[src/rtl/irq_prio_pkg.sv]
package irq_prio_pkg;

   // How the acknowledge port answers in the current cycle
   typedef enum logic [1:0] {
      ACK_NONE     = 2'd0,
      ACK_SPURIOUS = 2'd1,
      ACK_GRANT    = 2'd2
   } ack_kind_e;

endpackage

[src/rtl/irq_top_find.sv]
// Highest-numbered set bit of a wide vector, searched word by word.
module irq_top_find #(
   parameter int unsigned NUM_VEC = 256,
   parameter int unsigned WORD_W  = 32
) (
   input  logic [NUM_VEC-1:0]         bits_i,
   output logic                       found_o,
   output logic [$clog2(NUM_VEC)-1:0] idx_o
);

   localparam int unsigned IDX_W     = $clog2(NUM_VEC);
   localparam int unsigned NUM_WORDS = NUM_VEC / WORD_W;
   localparam int unsigned OFF_W     = $clog2(WORD_W);

   function automatic logic [OFF_W-1:0] top_bit(input logic [WORD_W-1:0] w);
      logic [OFF_W-1:0] r;
      r = '0;
      for (int b = 0; b < WORD_W; b++) begin
         if (w[b]) r = OFF_W'(b);
      end
      return r;
   endfunction

   logic [NUM_WORDS-1:0]            word_any;
   logic [NUM_WORDS-1:0][OFF_W-1:0] word_off;

   generate
      for (genvar w = 0; w < NUM_WORDS; w++) begin : g_word
         logic [WORD_W-1:0] slice;
         assign slice       = bits_i[w*WORD_W +: WORD_W];
         assign word_any[w] = |slice;
         assign word_off[w] = top_bit(slice);
      end
   endgenerate

   // Later (higher) words override earlier ones: top word wins
   always_comb begin
      found_o = |word_any;
      idx_o   = '0;
      for (int w = 0; w < NUM_WORDS; w++) begin
         if (word_any[w]) idx_o = IDX_W'(w * WORD_W + int'(word_off[w]));
      end
   end

endmodule

[src/rtl/irq_bit_bank.sv]
// One bit per vector with set and clear masks; the parameter picks the winner.
module irq_bit_bank #(
   parameter int unsigned NUM_VEC    = 256,
   parameter bit          CLEAR_WINS = 1'b0
) (
   input  logic               clk_i,
   input  logic               rst_ni,
   input  logic [NUM_VEC-1:0] set_i,
   input  logic [NUM_VEC-1:0] clr_i,
   output logic [NUM_VEC-1:0] bits_o
);

   logic [NUM_VEC-1:0] bits_q;
   logic [NUM_VEC-1:0] bits_d;

   generate
      if (CLEAR_WINS) begin : g_clr_wins
         assign bits_d = (bits_q | set_i) & ~clr_i;
      end else begin : g_set_wins
         assign bits_d = (bits_q & ~clr_i) | set_i;
      end
   endgenerate

   always_ff @(posedge clk_i or negedge rst_ni) begin
      if (!rst_ni) bits_q <= '0;
      else         bits_q <= bits_d;
   end

   assign bits_o = bits_q;

endmodule

[src/rtl/irq_prio_eval.sv]
// Processor priority and deliverability of the top pending request.
module irq_prio_eval #(
   parameter int unsigned VEC_W   = 8,
   parameter int unsigned CLASS_W = 4
) (
   input  logic [VEC_W-1:0]   tpr_i,
   input  logic               isr_found_i,
   input  logic [CLASS_W-1:0] isr_cls_i,
   input  logic               irr_found_i,
   input  logic [CLASS_W-1:0] irr_cls_i,
   output logic               pending_o,
   output logic               deliver_o
);

   localparam int unsigned SUB_W = VEC_W - CLASS_W;

   logic [CLASS_W-1:0] svc_cls;
   logic [CLASS_W-1:0] tpr_cls;
   logic [CLASS_W-1:0] ppr_cls;
   logic [VEC_W-1:0]   ppr;

   assign svc_cls = isr_found_i ? isr_cls_i : '0;
   assign tpr_cls = tpr_i[VEC_W-1 -: CLASS_W];
   assign ppr     = (tpr_cls >= svc_cls) ? tpr_i : {svc_cls, {SUB_W{1'b0}}};
   assign ppr_cls = ppr[VEC_W-1 -: CLASS_W];

   assign pending_o = irr_found_i;
   assign deliver_o = irr_found_i && ((ppr == '0) || (irr_cls_i > ppr_cls));

endmodule

[src/rtl/irq_prio_ctrl.sv]
module irq_prio_ctrl
   import irq_prio_pkg::*;
#(
   parameter int unsigned VEC_W   = 8,
   parameter int unsigned WORD_W  = 32,
   parameter int unsigned CLASS_W = 4
) (
   input  logic               clk_i,
   input  logic               rst_ni,
   input  logic               req_valid_i,
   input  logic [VEC_W-1:0]   req_vec_i,
   input  logic               req_level_i,
   input  logic               ack_i,
   output logic [VEC_W-1:0]   ack_vec_o,
   output logic               ack_none_o,
   input  logic               eoi_i,
   input  logic               eoi_suppress_i,
   input  logic               tpr_wr_i,
   input  logic [VEC_W-1:0]   tpr_wdata_i,
   input  logic               cr_wr_i,
   input  logic [CLASS_W-1:0] cr_wdata_i,
   output logic [CLASS_W-1:0] cr_rdata_o,
   input  logic               svr_wr_i,
   input  logic [VEC_W:0]     svr_wdata_i,
   output logic               irq_o,
   output logic               eoi_bcast_o,
   output logic [VEC_W-1:0]   eoi_bcast_vec_o
);

   localparam int unsigned NUM_VEC = 1 << VEC_W;
   localparam int unsigned SVR_W   = VEC_W + 1;
   localparam int unsigned SUB_W   = VEC_W - CLASS_W;

   generate
      if (CLASS_W < 1 || SUB_W < 1) begin : g_bad_class
         $error("irq_prio_ctrl: CLASS_W must be between 1 and VEC_W-1");
      end
      if (WORD_W < 2 || (NUM_VEC % WORD_W) != 0) begin : g_bad_word
         $error("irq_prio_ctrl: WORD_W must be at least 2 and divide the vector count");
      end
   endgenerate

   // ---------------- state ----------------
   logic [NUM_VEC-1:0] irr_q, isr_q, tmr_q;
   logic [VEC_W-1:0]   tpr_q;
   logic [SVR_W-1:0]   svr_q;
   logic               irq_q;
   logic               bcast_q;
   logic [VEC_W-1:0]   bcast_vec_q;

   // ---------------- search ----------------
   logic               irr_found, isr_found, eoi_found;
   logic [VEC_W-1:0]   irr_top, isr_top, eoi_top;
   logic [NUM_VEC-1:0] isr_mid;

   irq_top_find #(.NUM_VEC(NUM_VEC), .WORD_W(WORD_W)) u_find_irr (
      .bits_i(irr_q), .found_o(irr_found), .idx_o(irr_top));
   irq_top_find #(.NUM_VEC(NUM_VEC), .WORD_W(WORD_W)) u_find_isr (
      .bits_i(isr_q), .found_o(isr_found), .idx_o(isr_top));
   irq_top_find #(.NUM_VEC(NUM_VEC), .WORD_W(WORD_W)) u_find_eoi (
      .bits_i(isr_mid), .found_o(eoi_found), .idx_o(eoi_top));

   // ---------------- priority ----------------
   logic pending, deliver, sw_en;

   irq_prio_eval #(.VEC_W(VEC_W), .CLASS_W(CLASS_W)) u_eval (
      .tpr_i       (tpr_q),
      .isr_found_i (isr_found),
      .isr_cls_i   (isr_top[VEC_W-1 -: CLASS_W]),
      .irr_found_i (irr_found),
      .irr_cls_i   (irr_top[VEC_W-1 -: CLASS_W]),
      .pending_o   (pending),
      .deliver_o   (deliver)
   );

   assign sw_en = svr_q[SVR_W-1];

   // ---------------- acknowledge ----------------
   ack_kind_e ack_kind;
   logic      grant;

   always_comb begin
      if (!sw_en || !pending) ack_kind = ACK_NONE;
      else if (deliver)       ack_kind = ACK_GRANT;
      else                    ack_kind = ACK_SPURIOUS;
   end

   always_comb begin
      unique case (ack_kind)
         ACK_GRANT:    ack_vec_o = irr_top;
         ACK_SPURIOUS: ack_vec_o = svr_q[VEC_W-1:0];
         default:      ack_vec_o = '0;
      endcase
   end

   assign ack_none_o = (ack_kind == ACK_NONE);
   assign grant      = ack_i && (ack_kind == ACK_GRANT);

   // ---------------- set/clear masks ----------------
   logic [NUM_VEC-1:0] req_mask, grant_mask, eoi_mask, lvl_set, lvl_clr;
   logic               eoi_fire;

   assign req_mask   = req_valid_i ? (NUM_VEC'(1) << req_vec_i) : '0;
   assign grant_mask = grant ? (NUM_VEC'(1) << irr_top) : '0;
   assign isr_mid    = isr_q | grant_mask;            // acknowledge first
   assign eoi_fire   = eoi_i && eoi_found;
   assign eoi_mask   = eoi_fire ? (NUM_VEC'(1) << eoi_top) : '0;
   assign lvl_set    = req_level_i ? req_mask : '0;
   assign lvl_clr    = req_level_i ? '0 : req_mask;

   irq_bit_bank #(.NUM_VEC(NUM_VEC), .CLEAR_WINS(1'b0)) u_irr (
      .clk_i(clk_i), .rst_ni(rst_ni), .set_i(req_mask), .clr_i(grant_mask), .bits_o(irr_q));
   irq_bit_bank #(.NUM_VEC(NUM_VEC), .CLEAR_WINS(1'b1)) u_isr (
      .clk_i(clk_i), .rst_ni(rst_ni), .set_i(grant_mask), .clr_i(eoi_mask), .bits_o(isr_q));
   irq_bit_bank #(.NUM_VEC(NUM_VEC), .CLEAR_WINS(1'b0)) u_tmr (
      .clk_i(clk_i), .rst_ni(rst_ni), .set_i(lvl_set), .clr_i(lvl_clr), .bits_o(tmr_q));

   // ---------------- registers ----------------
   always_ff @(posedge clk_i or negedge rst_ni) begin
      if (!rst_ni) begin
         tpr_q <= '0;
      end else if (tpr_wr_i) begin
         tpr_q <= tpr_wdata_i;
      end else if (cr_wr_i) begin
         tpr_q <= {cr_wdata_i, {SUB_W{1'b0}}};
      end
   end

   always_ff @(posedge clk_i or negedge rst_ni) begin
      if (!rst_ni)       svr_q <= {1'b0, {VEC_W{1'b1}}};
      else if (svr_wr_i) svr_q <= svr_wdata_i;
   end

   always_ff @(posedge clk_i or negedge rst_ni) begin
      if (!rst_ni) begin
         irq_q       <= 1'b0;
         bcast_q     <= 1'b0;
         bcast_vec_q <= '0;
      end else begin
         irq_q       <= sw_en && deliver;
         bcast_q     <= eoi_fire && tmr_q[eoi_top] && !eoi_suppress_i;
         bcast_vec_q <= eoi_fire ? eoi_top : '0;
      end
   end

   assign irq_o           = irq_q;
   assign eoi_bcast_o     = bcast_q;
   assign eoi_bcast_vec_o = bcast_vec_q;
   assign cr_rdata_o      = tpr_q[VEC_W-1 -: CLASS_W];

endmodule

[config.mk]
export PLATFORM = sky130hd
export DESIGN_NAME = irq_prio_ctrl
export DESIGN_NICKNAME = d
export VERILOG_FILES = /design/src/rtl/irq_prio_pkg.sv /design/src/rtl/irq_top_find.sv /design/src/rtl/irq_bit_bank.sv /design/src/rtl/irq_prio_eval.sv /design/src/rtl/irq_prio_ctrl.sv
export SDC_FILE = /design/constraint.sdc
export NUM_CORES = 2
export LEC_CHECK = 0
export ABC_CLOCK_PERIOD_IN_PS = 17000
export BUFFER_PORTS_ARGS = -buffer_cell sky130_fd_sc_hd__buf_2
export CORE_MARGIN = 5
export CORE_UTILIZATION = 50
export DETAILED_ROUTE_END_ITERATION = 12
export PLACE_DENSITY = 0.66
export SYNTH_ARGS = -nofsm -noshare
export SYNTH_HDL_FRONTEND = slang
export SYNTH_SLANG_ARGS = --single-unit
[constraint.sdc]
create_clock -name clk_i -period 17 [get_ports clk_i]
set_clock_uncertainty 0.2 [all_clocks]
set_input_delay 3.4 -clock clk_i [delete_from_list [all_inputs] [get_ports clk_i]]
set_output_delay 3.4 -clock clk_i [all_outputs]
set_load 0.01 [all_outputs]
==> results by group <==
Finish
  • Number of fillers in the final layout: between 7000 and 8000
  • Final instance area: about 49000 µm²
  • Layout cells sized above 1: 0.159
  • Fin nets: ~4900
  • Area delta synth->final: 12.0%
  • Non-filler cells, final: between 6000 and 7000

Place
  • IO Port Bufs: 61
  • Routability cong.: around 1.1
  • Post-Place Cells: about 5900
  • Dpl cell area: approximately 46000 µm²
  • Hpwl dp: roughly 150000 µm

Synthesis
  • Largest cells by area after synthesis: dfrtp_1, mux2_2, a21oi_1
  • Cells after Synth: ~4900
  • Post-synth EDFFs: 0
  • Mean Syn Cell Area: approximately 9.0 µm²
  • Synth Warn #: 0
  • Mapped Nets: roughly 4900
  • Synth Area in Simple Gates: 0.176
  • Synth Area in Compound Gates: 0.236
  • Top post-synthesis cells by count: dfrtp_1, nor2_1, a21oi_1
  • Post-synthesis sequential area ratio: 0.452
  • Seq cells post-synth: 795
  • Post-Synth XOR/XNOR Area: 0
  • Synth unique cells: 100
  • Top_reg_cell synth: dfrtp_1
  • Synth Cell Area: 44100 µm²
  • Asr flop ratio synth: 1.00
  • Area share of the leading cell type in the synthesized netlist: 0.447
  • Count leader, synth: dfrtp_1
  • Area leader, netlist: dfrtp_1
  • Largest family of logic cells by synthesized area: compound AO/OA/AOI/OAI gates
  • Mux share of post-synthesis cell area: 0.0977
  • Adder-Cell Fraction of Synth Area: 0.00227

Die
  • I/O pin count: 62
  • Std cell rows: around 110
  • Die Footprint: around 94000 µm²
  • Die X: ~310 µm
  • Die Ht: roughly 310 µm
  • Core Area: 87200 µm²
  • Initial Util: 0.506

Timing
  • Final Setup Violations: 0
  • Unrepaired setup endpoints after global routing: false
  • Worst-Margin Slew: between 1 and 1.5 ns
  • Slew Viols, Final: 0
  • Fmax: approximately 73 MHz
  • Normalized max-slew margin: 0.104
  • Final hold vios: 0
  • Crit share post-route: 0.811
  • Setup TNS: 0 ns
  • Min Tclk post-route: roughly 14 ns

Detailed routing
  • Via total after detailed routing: 44649
  • Routed wire length per instance: 34.9 µm
  • Drt total wl: ~210000 µm
  • DRC: 0
  • Antenna Nets Post-Route: 0
  • Pre-antenna DRT Iters: 6
  • DR vias/cell: 7.30
  • Drt initial violations: about 7300

Clock network
  • Clock buffer depth: 3
  • Post-cts sizing count: 0
  • CTS sink count: 795
  • CTS tree: yes
  • Worst-path clk slew: about 0.060 ns
  • Setup bufs post-CTS: 0
  • CTS Buf Count: 90
  • Hold Buf Count CTS: 0
  • CTS root buf: clkbuf_16
  • Clk Latency, worst-skew pair: around 0.7 ns
  • H-tree Lvls: 3

Global routing
  • All-layer global routing usage: 0.438
  • Vias in the first global route: approximately 42000
  • Pin count of the biggest net entering global routing: around 190
  • First-pass GRT wire length: ~300000 µm
  • Initial antenna violation count: 20
  • Gr ovfl total: 0

Outcome
  • Status: finished clean

Setup path
  • Crit path DAT: around 14 ns
  • Critical path peak fanout: 42
  • CP endpoint kind: flop
  • Crit-path slowest cell: nor2_1
  • WP data required: 17.31 ns
  • WP buf/inv: 3
  • Crit path largest cell delay: 1.32 ns
  • Setup CP Type: flop to flop
  • Crit path max-delay family: simple AND/OR/NAND/NOR gates
  • Worst setup SP type: flop

Hold path
  • Hold crit path type: flop to flop

Flow run
  • Max-cap violations: 0
## cell usage in the layout, fill, tap and decap left out, types with 38 or more instances in the layout
master,count
a211oi_1,55
a21boi_0,38
a21o_1,64
a21oi_1,506
a31oi_1,91
buf_2,59
buf_4,146
clkbuf_16,93
dfrtp_1,787
inv_1,74
mux2_2,292
mux2i_1,97
nand2_1,421
nand2b_1,44
nand3_1,85
nand4_1,40
nor2_1,544
nor3_1,93
nor4_1,165
o211ai_1,42
o21ai_0,461
o31ai_1,49
or4_1,40
## kinds of logic (layout without fill, tap and decap cells)
group,after synthesis,in the layout
AO/OA/AOI/OAI,1667,1667
other,0,14
adder cells (fa/ha/maj),8,8
AND/OR/NAND/NOR,1627,1627
buffers and inverters,391,454
flip-flops,795,795
multiplexers,393,393
## final timing paths
kind / startpoint / end / slack [ns] / cells after the start
max reg2reg: u_isr.bits_o[69] / u_isr.bits_o[246] / 3.22 / 31
min: flop / flop / 0.30 / 1
min in group asynchronous: rst_ni / asynchronous set/reset pin / 2.52 / 1
min reg2reg: flop / flop / 0.30 / 1
max: u_isr.bits_o[69] / u_isr.bits_o[246] / 3.22 / 31
max in group asynchronous: rst_ni / u_isr.bits_o[112] / 10.66 / 4
## per-stage QoR
| stage | setup slack (ns) | utilization | hold slack [ns] |
|---|---|---|---|
| final | 3.22 | 0.566 | 0.301 |
| after detailed placement | 4.04 | 0.528 | 0.289 |
| after global placement | 4.04 | 0.528 | 0.281 |
| after global routing | 3.51 | 0.566 | 0.312 |
| after floorplan | 7.68 | - | 0.266 |
| after CTS | 3.99 | 0.566 | 0.303 |
## per-layer routing
metal	GRT usage	wire (µm)
met5	0	83
met4	0.249	15400
met3	0.155	30000
met2	0.613	86400
met1	0.591	81300
## layout make-up
type / count / area (µm²) / share of cell area
Tap cell: 1155 / 1450 / 0.0293
Clock inverter: 51 / 732 / 0.0148
Multi-Input combinational cell: 3695 / 22900 / 0.464
Timing Repair Buffer: 211 / 1500 / 0.0303
Sequential cell: 795 / 19900 / 0.403
Clock buffer: 116 / 2560 / 0.0519
Inverter: 76 / 285 / 0.00578
Antenna cell: 14 / 35.0 / 0.000710
Power is left out: the tool's default activity adds up to more than one toggle a clock period on the data nets, which glitch-free logic cannot reach.
